[config.mk]
export PLATFORM = sky130hd
export DESIGN_NAME = adc_i2c_cmd_slave
export DESIGN_NICKNAME = d
export VERILOG_FILES = /design/src/rtl/adc_i2c_pkg.sv /design/src/rtl/adc_i2c_datapath.sv /design/src/rtl/adc_i2c_ctrl.sv /design/src/rtl/adc_i2c_cmd_slave.sv
export SDC_FILE = /design/constraint.sdc
export NUM_CORES = 1
export LEC_CHECK = 0
export BUFFER_PORTS_ARGS = -buffer_cell sky130_fd_sc_hd__buf_2
export CORE_MARGIN = 1.5
export CORE_UTILIZATION = 31
export CTS_BUF_LIST = sky130_fd_sc_hd__clkbuf_16
export DETAILED_ROUTE_END_ITERATION = 16
export PLACE_DENSITY = 0.51
export REMOVE_ABC_BUFFERS = 1
export SLEW_MARGIN = 20
export SYNTH_ARGS = -nofsm -noshare
export SYNTH_HDL_FRONTEND = slang
export SYNTH_SLANG_ARGS = --single-unit
[constraint.sdc]
create_clock -name clk -period 2.1 [get_ports clk]
set_clock_uncertainty 0.15 [all_clocks]
set_input_delay 0.21 -clock clk [delete_from_list [all_inputs] [get_ports clk]]
set_output_delay 0.21 -clock clk [all_outputs]
set_load 0.02 [all_outputs]
[src/rtl/adc_i2c_pkg.sv]
package adc_i2c_pkg;
  localparam int BYTE_W = 8;

  // Bus events seen by the control, produced by the datapath
  typedef struct packed {
    logic sclRise;
    logic sclFall;
    logic startCond;
    logic stopCond;
    logic sda;
  } busEv_t;

  // Strobes from control to the transmit shifter
  typedef struct packed {
    logic loadHi;
    logic loadLo;
    logic shift;
  } txCtl_t;

  typedef enum logic [3:0] {
    ST_IDLE, ST_ADDR, ST_CMD, ST_ACKWAIT, ST_ACKHOLD,
    ST_TXBIT, ST_MACK, ST_MACKEND, ST_IGNORE
  } state_t;

  typedef enum logic [1:0] {AF_CMD, AF_TX, AF_IGN} after_t;
endpackage

[src/rtl/adc_i2c_datapath.sv]
module adc_i2c_datapath
  import adc_i2c_pkg::*;
#(
  parameter int DATA_W      = 12,
  parameter int SYNC_STAGES = 2
) (
  input  logic              clk,
  input  logic              rstN,
  input  logic              sclIn,
  input  logic              sdaIn,
  input  logic [DATA_W-1:0] rdData,
  input  txCtl_t            txCtl,
  output busEv_t            busEv,
  output logic [BYTE_W-1:0] rxNext,
  output logic              txBit
);
  localparam int HI_W = DATA_W - BYTE_W;

  logic [SYNC_STAGES-1:0] sclSync, sdaSync;
  logic sclS, sdaS, sclD, sdaD;
  logic [BYTE_W-1:0] rxReg, txReg;

  // Synchroniser chain: one flop per stage
  generate
    for (genvar g = 0; g < SYNC_STAGES; g++) begin : g_sync
      always_ff @(posedge clk or negedge rstN) begin
        if (!rstN) begin
          sclSync[g] <= 1'b1;
          sdaSync[g] <= 1'b1;
        end else if (g == 0) begin
          sclSync[g] <= sclIn;
          sdaSync[g] <= sdaIn;
        end else begin
          sclSync[g] <= sclSync[(g == 0) ? 0 : g-1];
          sdaSync[g] <= sdaSync[(g == 0) ? 0 : g-1];
        end
      end
    end
  endgenerate

  assign sclS = sclSync[SYNC_STAGES-1];
  assign sdaS = sdaSync[SYNC_STAGES-1];

  always_ff @(posedge clk or negedge rstN) begin
    if (!rstN) begin
      sclD <= 1'b1;
      sdaD <= 1'b1;
    end else begin
      sclD <= sclS;
      sdaD <= sdaS;
    end
  end

  always_comb begin
    busEv.sclRise   = sclS & ~sclD;
    busEv.sclFall   = ~sclS & sclD;
    busEv.startCond = sclS & sclD & sdaD & ~sdaS;
    busEv.stopCond  = sclS & sclD & ~sdaD & sdaS;
    busEv.sda       = sdaS;
  end

  // Receive shifter, sampled on SCL rise
  always_ff @(posedge clk or negedge rstN) begin
    if (!rstN)             rxReg <= '0;
    else if (busEv.sclRise) rxReg <= {rxReg[BYTE_W-2:0], sdaS};
  end
  assign rxNext = {rxReg[BYTE_W-2:0], sdaS};

  // Transmit shifter
  always_ff @(posedge clk or negedge rstN) begin
    if (!rstN)             txReg <= '1;
    else if (txCtl.loadHi) txReg <= BYTE_W'(rdData[DATA_W-1:BYTE_W]);
    else if (txCtl.loadLo) txReg <= rdData[BYTE_W-1:0];
    else if (txCtl.shift)  txReg <= {txReg[BYTE_W-2:0], 1'b1};
  end
  assign txBit = txReg[BYTE_W-1];

  if (HI_W < 1 || HI_W > BYTE_W) begin : g_bad_width
    initial $display("adc_i2c_datapath: DATA_W out of range");
  end
endmodule

[src/rtl/adc_i2c_ctrl.sv]
module adc_i2c_ctrl
  import adc_i2c_pkg::*;
#(
  parameter logic [4:0] PREFIX = 5'b10010
) (
  input  logic              clk,
  input  logic              rstN,
  input  logic [1:0]        strapIn,
  input  logic              holdReq,
  input  busEv_t            busEv,
  input  logic [BYTE_W-1:0] rxNext,
  input  logic              txBit,
  output txCtl_t            txCtl,
  output logic              sdaOeN,
  output logic              sclOeN,
  output logic              hsMode,
  output logic              convStart,
  output logic              convStop,
  output logic              stackClear,
  output logic              popStrobe
);
  localparam logic [2:0] LAST_BIT = 3'(BYTE_W - 1);
  localparam logic [2:0] CMD_CHK_BIT = 3'd2;  // third bit received = bit 5
  localparam logic [4:0] HS_CODE = 5'b00001;

  state_t state;
  after_t afterAck;
  logic [2:0] bitCnt;
  logic [1:0] strapQ;
  logic strapLoaded, ackDrv, pendStop, lastWasCmd, isLoByte, mAck;
  logic cmdSeen, convActive, stretchArm;

  always_comb begin
    txCtl = '0;
    if (busEv.sclFall) begin
      if (state == ST_ACKHOLD && afterAck == AF_TX) txCtl.loadHi = 1'b1;
      if (state == ST_TXBIT && bitCnt != LAST_BIT)  txCtl.shift  = 1'b1;
      if (state == ST_MACKEND && mAck) begin
        if (isLoByte) txCtl.loadHi = 1'b1;
        else          txCtl.loadLo = 1'b1;
      end
    end
  end

  assign sdaOeN = ~((state == ST_ACKHOLD && ackDrv) || (state == ST_TXBIT && !txBit));
  assign sclOeN = ~(stretchArm && holdReq);

  always_ff @(posedge clk or negedge rstN) begin
    if (!rstN) begin
      state       <= ST_IDLE;
      afterAck    <= AF_IGN;
      bitCnt      <= '0;
      strapQ      <= '0;
      strapLoaded <= 1'b0;
      ackDrv      <= 1'b0;
      pendStop    <= 1'b0;
      lastWasCmd  <= 1'b0;
      isLoByte    <= 1'b0;
      mAck        <= 1'b0;
      cmdSeen     <= 1'b0;
      convActive  <= 1'b0;
      stretchArm  <= 1'b0;
      hsMode      <= 1'b0;
      convStart   <= 1'b0;
      convStop    <= 1'b0;
      stackClear  <= 1'b0;
      popStrobe   <= 1'b0;
    end else begin
      convStart  <= 1'b0;
      convStop   <= 1'b0;
      stackClear <= 1'b0;
      popStrobe  <= 1'b0;

      if (!strapLoaded) begin
        strapQ      <= strapIn;
        strapLoaded <= 1'b1;
      end

      if (stretchArm && (!holdReq || busEv.sclRise)) stretchArm <= 1'b0;

      if (busEv.stopCond) begin
        state      <= ST_IDLE;
        hsMode     <= 1'b0;
        cmdSeen    <= 1'b0;
        stretchArm <= 1'b0;
        if (convActive) begin
          convStop   <= 1'b1;
          convActive <= 1'b0;
        end
      end else if (busEv.startCond) begin
        state      <= ST_ADDR;
        bitCnt     <= '0;
        stretchArm <= 1'b0;
      end else begin
        unique case (state)
          ST_ADDR: if (busEv.sclRise) begin
            bitCnt <= bitCnt + 3'd1;
            if (bitCnt == LAST_BIT) begin
              lastWasCmd <= 1'b0;
              pendStop   <= 1'b0;
              if (rxNext[7:3] == HS_CODE) begin
                hsMode <= 1'b1;
                state  <= ST_IGNORE;
              end else if (rxNext[7:1] == {PREFIX, strapQ}) begin
                ackDrv <= 1'b1;
                state  <= ST_ACKWAIT;
                if (rxNext[0]) begin
                  afterAck <= AF_TX;
                  cmdSeen  <= 1'b0;
                  if (convActive) begin
                    convStop   <= 1'b1;
                    convActive <= 1'b0;
                  end
                end else begin
                  afterAck <= AF_CMD;
                end
              end else begin
                state <= ST_IGNORE;
              end
            end
          end
          ST_CMD: if (busEv.sclRise) begin
            bitCnt <= bitCnt + 3'd1;
            if (bitCnt == CMD_CHK_BIT && rxNext[2:0] == 3'b000 && !cmdSeen) begin
              convStart  <= 1'b1;
              convActive <= 1'b1;
            end
            if (bitCnt == LAST_BIT) begin
              state      <= ST_ACKWAIT;
              lastWasCmd <= 1'b1;
              if (rxNext[7:5] != 3'b000) begin
                ackDrv     <= 1'b0;
                afterAck   <= AF_IGN;
                stackClear <= 1'b1;
                pendStop   <= convActive;
              end else if (cmdSeen) begin
                ackDrv   <= 1'b0;
                afterAck <= AF_IGN;
                pendStop <= 1'b1;
              end else begin
                ackDrv   <= 1'b1;
                afterAck <= AF_CMD;
                cmdSeen  <= 1'b1;
              end
            end
          end
          ST_ACKWAIT: if (busEv.sclFall) state <= ST_ACKHOLD;
          ST_ACKHOLD: if (busEv.sclFall) begin
            if (pendStop) begin
              pendStop <= 1'b0;
              cmdSeen  <= 1'b0;
              if (convActive) begin
                convStop   <= 1'b1;
                convActive <= 1'b0;
              end
            end
            unique case (afterAck)
              AF_CMD: begin
                state  <= ST_CMD;
                bitCnt <= '0;
                if (lastWasCmd && ackDrv && hsMode) stretchArm <= 1'b1;
              end
              AF_TX: begin
                state    <= ST_TXBIT;
                bitCnt   <= '0;
                isLoByte <= 1'b0;
              end
              default: state <= ST_IGNORE;
            endcase
          end
          ST_TXBIT: if (busEv.sclFall) begin
            if (bitCnt == LAST_BIT) state <= ST_MACK;
            else bitCnt <= bitCnt + 3'd1;
          end
          ST_MACK: if (busEv.sclRise) begin
            mAck  <= ~busEv.sda;
            state <= ST_MACKEND;
            if (isLoByte) popStrobe <= 1'b1;
          end
          ST_MACKEND: if (busEv.sclFall) begin
            if (mAck) begin
              state    <= ST_TXBIT;
              bitCnt   <= '0;
              isLoByte <= ~isLoByte;
            end else begin
              state <= ST_IGNORE;
            end
          end
          default: ;
        endcase
      end
    end
  end
endmodule

[src/rtl/adc_i2c_cmd_slave.sv]
module adc_i2c_cmd_slave
  import adc_i2c_pkg::*;
#(
  parameter int         DATA_W      = 12,
  parameter int         SYNC_STAGES = 2,
  parameter logic [4:0] PREFIX      = 5'b10010
) (
  input  logic              clk,
  input  logic              rstN,
  input  logic              sclIn,
  input  logic              sdaIn,
  input  logic [1:0]        strapIn,
  input  logic              holdReq,
  input  logic [DATA_W-1:0] rdData,
  output logic              sclOeN,
  output logic              sdaOeN,
  output logic              hsMode,
  output logic              convStart,
  output logic              convStop,
  output logic              stackClear,
  output logic              popStrobe
);
  busEv_t            busEv;
  txCtl_t            txCtl;
  logic [BYTE_W-1:0] rxNext;
  logic              txBit;

  adc_i2c_datapath #(.DATA_W(DATA_W), .SYNC_STAGES(SYNC_STAGES)) u_dp (
    .clk(clk), .rstN(rstN), .sclIn(sclIn), .sdaIn(sdaIn), .rdData(rdData),
    .txCtl(txCtl), .busEv(busEv), .rxNext(rxNext), .txBit(txBit)
  );

  adc_i2c_ctrl #(.PREFIX(PREFIX)) u_ctrl (
    .clk(clk), .rstN(rstN), .strapIn(strapIn), .holdReq(holdReq),
    .busEv(busEv), .rxNext(rxNext), .txBit(txBit), .txCtl(txCtl),
    .sdaOeN(sdaOeN), .sclOeN(sclOeN), .hsMode(hsMode),
    .convStart(convStart), .convStop(convStop), .stackClear(stackClear),
    .popStrobe(popStrobe)
  );
endmodule

==> results.json <==
{
  "crit_type": "flip-flop to flip-flop",
  "cts-root-buf": "clkbuf_16",
  "fillers": 818,
  "drt_pre_antenna_iters": 4,
  "final_area_mm2": 0.003337,
  "fin_ws_ns": -0.03073,
  "gp_congestion": 0.8814,
  "clk_pin_slew_ns": 0.07,
  "synth_edf_count": 0,
  "violations": "negative setup slack",
  "critPathMaxFanout": 3,
  "syn_inst": 253,
  "synthFlopType": "dfrtp_1",
  "dp_hpwl_um": 4753,
  "setup_violations": 2,
  "drt-total-wl_um": 6396,
  "rows": 33,
  "path_delay_family": "adder cells",
  "rrSetupSlack_ns": -0.03,
  "crit_start": "u_ctrl.bitCnt[1]",
  "drc_errors": 0,
  "dieHeight_um": 94.78,
  "grt_overflow": 0,
  "tightest_slew_ns": 0.5388,
  "cts_buffer_depth": 2,
  "viasPerCell": 5.156,
  "hold_path_depth": 2,
  "diodes": 0,
  "grt_pass1_wl_um": 10310,
  "synthDistinctLibCells": 66,
  "fmax_mhz": 469.3,
  "post-route-period-util_pct": 101.5,
  "dieArea_mm2": 0.008983,
  "ys_ff_latch": 46,
  "vias": 2155,
  "drt-initial-drc-count": 101,
  "path_buf_inv": 0,
  "track_usage_pct": 14.85,
  "ant_nets": 0,
  "maxSlewViolCount": 0,
  "multi_input_area_mm2": 0.001388,
  "slowest_delay_ns": 0.39,
  "netlist_area_mm2": 0.002611,
  "vdd_drop_max_mv": 0.3305,
  "p_per_area_mw_per_mm2": 705.5,
  "cts_buffers": 5,
  "dieWidth_um": 94.78,
  "dp_slack_ns": -0.1016,
  "place_area_mm2": 0.003045,
  "p_leak_nw": 1.436,
  "r2r-end": "u_ctrl.state[0]",
  "syn_area_per_cell_um2": 10.32,
  "io_pins": 26,
  "grt_pass1_vias": 2062,
  "cp_data_required_time_ns": 2.13,
  "start_util_pct": 31.94,
  "rsz0062_at_grt": "yes",
  "ff_latch_area_mm2": 0.001170,
  "nets": 334,
  "cts.sinks": 46,
  "cts_tree": "built",
  "fin_setup_tns_ns": -0.04263,
  "finalHoldViolCount": 0,
  "drive_gt1_share_pct": 36.42,
  "arrival_ns": 2.16,
  "yosys_warnings": 0,
  "worstHoldPathType": "primary input to flip-flop",
  "min_period_ns": 2.131,
  "slew_headroom_pct": 64.08,
  "clk_latency_ns": 0.29,
  "grt_max_degree": 26,
  "syn_to_final_growth_pct": 27.79,
  "crit_slowest_cell": "dfrtp_1",
  "start_kind": "flip-flop",
  "crit_path_end": "u_ctrl.state[0]",
  "end_kind": "flip-flop",
  "ys_seq_area_share_pct": 44.80,
  "power_mw": 2.354,
  "wl_per_cell_um": 15.30,
  "rr_startpoint": "u_ctrl.bitCnt[1]",
  "htreeDepth": 2,
  "async_flop_share_pct": 100.0,
  "path_cells": "ha_2, ha_4, and3b_1, maj3_2, o221ai_4, o21ai_2, mux2_4",
  "coreArea_mm2": 0.008175,
  "maxCapViolations": 0,
  "port_buffers": 25,
  "worst_hold_slack_ns": 0.002723,
  "cp.depth": 7,
  "status": "finished with violations",
  "grt_antenna_before_repair": 0,
  "r2r_cells": 7
}
==> layout make-up <==
type,count,area share (%)
clock inverters,3,1.312
repair buffers,64,13.57
flip-flops and latches,46,35.06
multi-input cells,188,41.58
inverters,7,0.7874
clock buffers,5,3.750
well taps,105,3.937
==> cells in the mapped netlist, types with 3 or more instances <==
| library cell | n | area share [%] |
|---|---|---|
| buf_2 | 7 | 1.3 |
| buf_6 | 3 | 1.3 |
| o221a_1 | 3 | 1.3 |
| dfrtp_1 | 31 | 30 |
| xnor2_1 | 3 | 1.0 |
| nor2_1 | 29 | 4.2 |
| o22ai_1 | 4 | 0.96 |
| dfstp_2 | 15 | 15 |
| nand2_1 | 20 | 2.9 |
| mux2i_1 | 8 | 3.1 |
| nor3_1 | 5 | 0.96 |
| a21oi_1 | 9 | 1.7 |
| o21ai_0 | 13 | 2.5 |
| nand2b_1 | 5 | 1.2 |
| a211oi_1 | 6 | 1.7 |
| ha_1 | 3 | 1.4 |
| inv_1 | 7 | 1.0 |
| mux2_2 | 8 | 3.5 |
| a221oi_1 | 3 | 1.0 |
| a31oi_1 | 3 | 0.72 |
| nor2b_1 | 10 | 2.4 |
==> through the flow <==
stage,util [%],instances
6_report,40.82,418
5_1_grt,40.82,418
4_1_cts,40.19,416
3_5_place_dp,37.25,402
3_3_place_gp,37.25,402
2_1_floorplan,-,241
==> cell usage in the layout, fill, tap and decap left out, types with 3 or more instances in the layout <==
master	instances
nand2b_1	5
buf_2	25
clkbuf_16	5
inv_1	7
a21oi_1	9
buf_4	33
nand2_1	20
nor2b_1	8
mux2i_1	8
o221a_1	3
mux2_2	8
a211oi_1	6
nor3_1	5
xnor2_1	3
o22ai_1	4
dfrtp_1	31
o21ai_0	13
dfstp_2	15
dlygate4sd3_1	4
nor2_1	29
==> layer usage <==
layer  track usage (%)  part of all wire, %  up-vias
met2             24.70                   48       47
met3             2.899                  3.4       10
met5                 0                    0        -
met1             19.24                   47     1055
li1                  -                    -     1043
met4             4.851                  1.6        0
==> logic make-up after synthesis <==
family | synth area share (%)
and+or+nand+nor | 22.62
AOI/OAI and AO/OA | 18.40
DFF | 44.80
buffers and inverters | 4.073
muxes | 7.092
adders and majority gates | 1.869
xor gates and xnor gates | 1.006
other | 0.1436
==> state kept, by name, indices dropped and copies added, names as in the netlist, 2 cells and up <==
name / count
u_dp.rxReg: 7
u_ctrl.bitCnt: 3
u_dp.txReg: 8
u_ctrl.state: 4
u_ctrl.strapQ: 2
u_ctrl.afterAck: 2
==> what timing repair did <==
action                     CTS  global route
hold buffers                 4             0
pin swaps                    2             6
buffers inserted             2             2
setup endpoints to repair    3            13
hold endpoints to repair    22             0
resized for setup            3             6
==> power breakdown <==
part	leakage, nW	switching (mW)	internal (mW)
logic	0.790	0.175	0.199
clock network	0.0842	0.362	0.564
registers	0.563	0.0750	0.979
==> worst min-delay path by stage <==
stage | startpoint | endpoint | slack [ns]
after floorplan | rstN | u_ctrl.ackDrv | -0.24
after global placement | rstN | u_ctrl.isLoByte | 0.07
after detailed placement | rstN | u_ctrl.isLoByte | 0.08
after CTS | strapIn[1] | u_ctrl.strapQ[1] | 0.001
after global routing | strapIn[0] | u_ctrl.strapQ[0] | 0.003
final | strapIn[1] | u_ctrl.strapQ[1] | 0.003
Power figures use the tool's default switching activity.
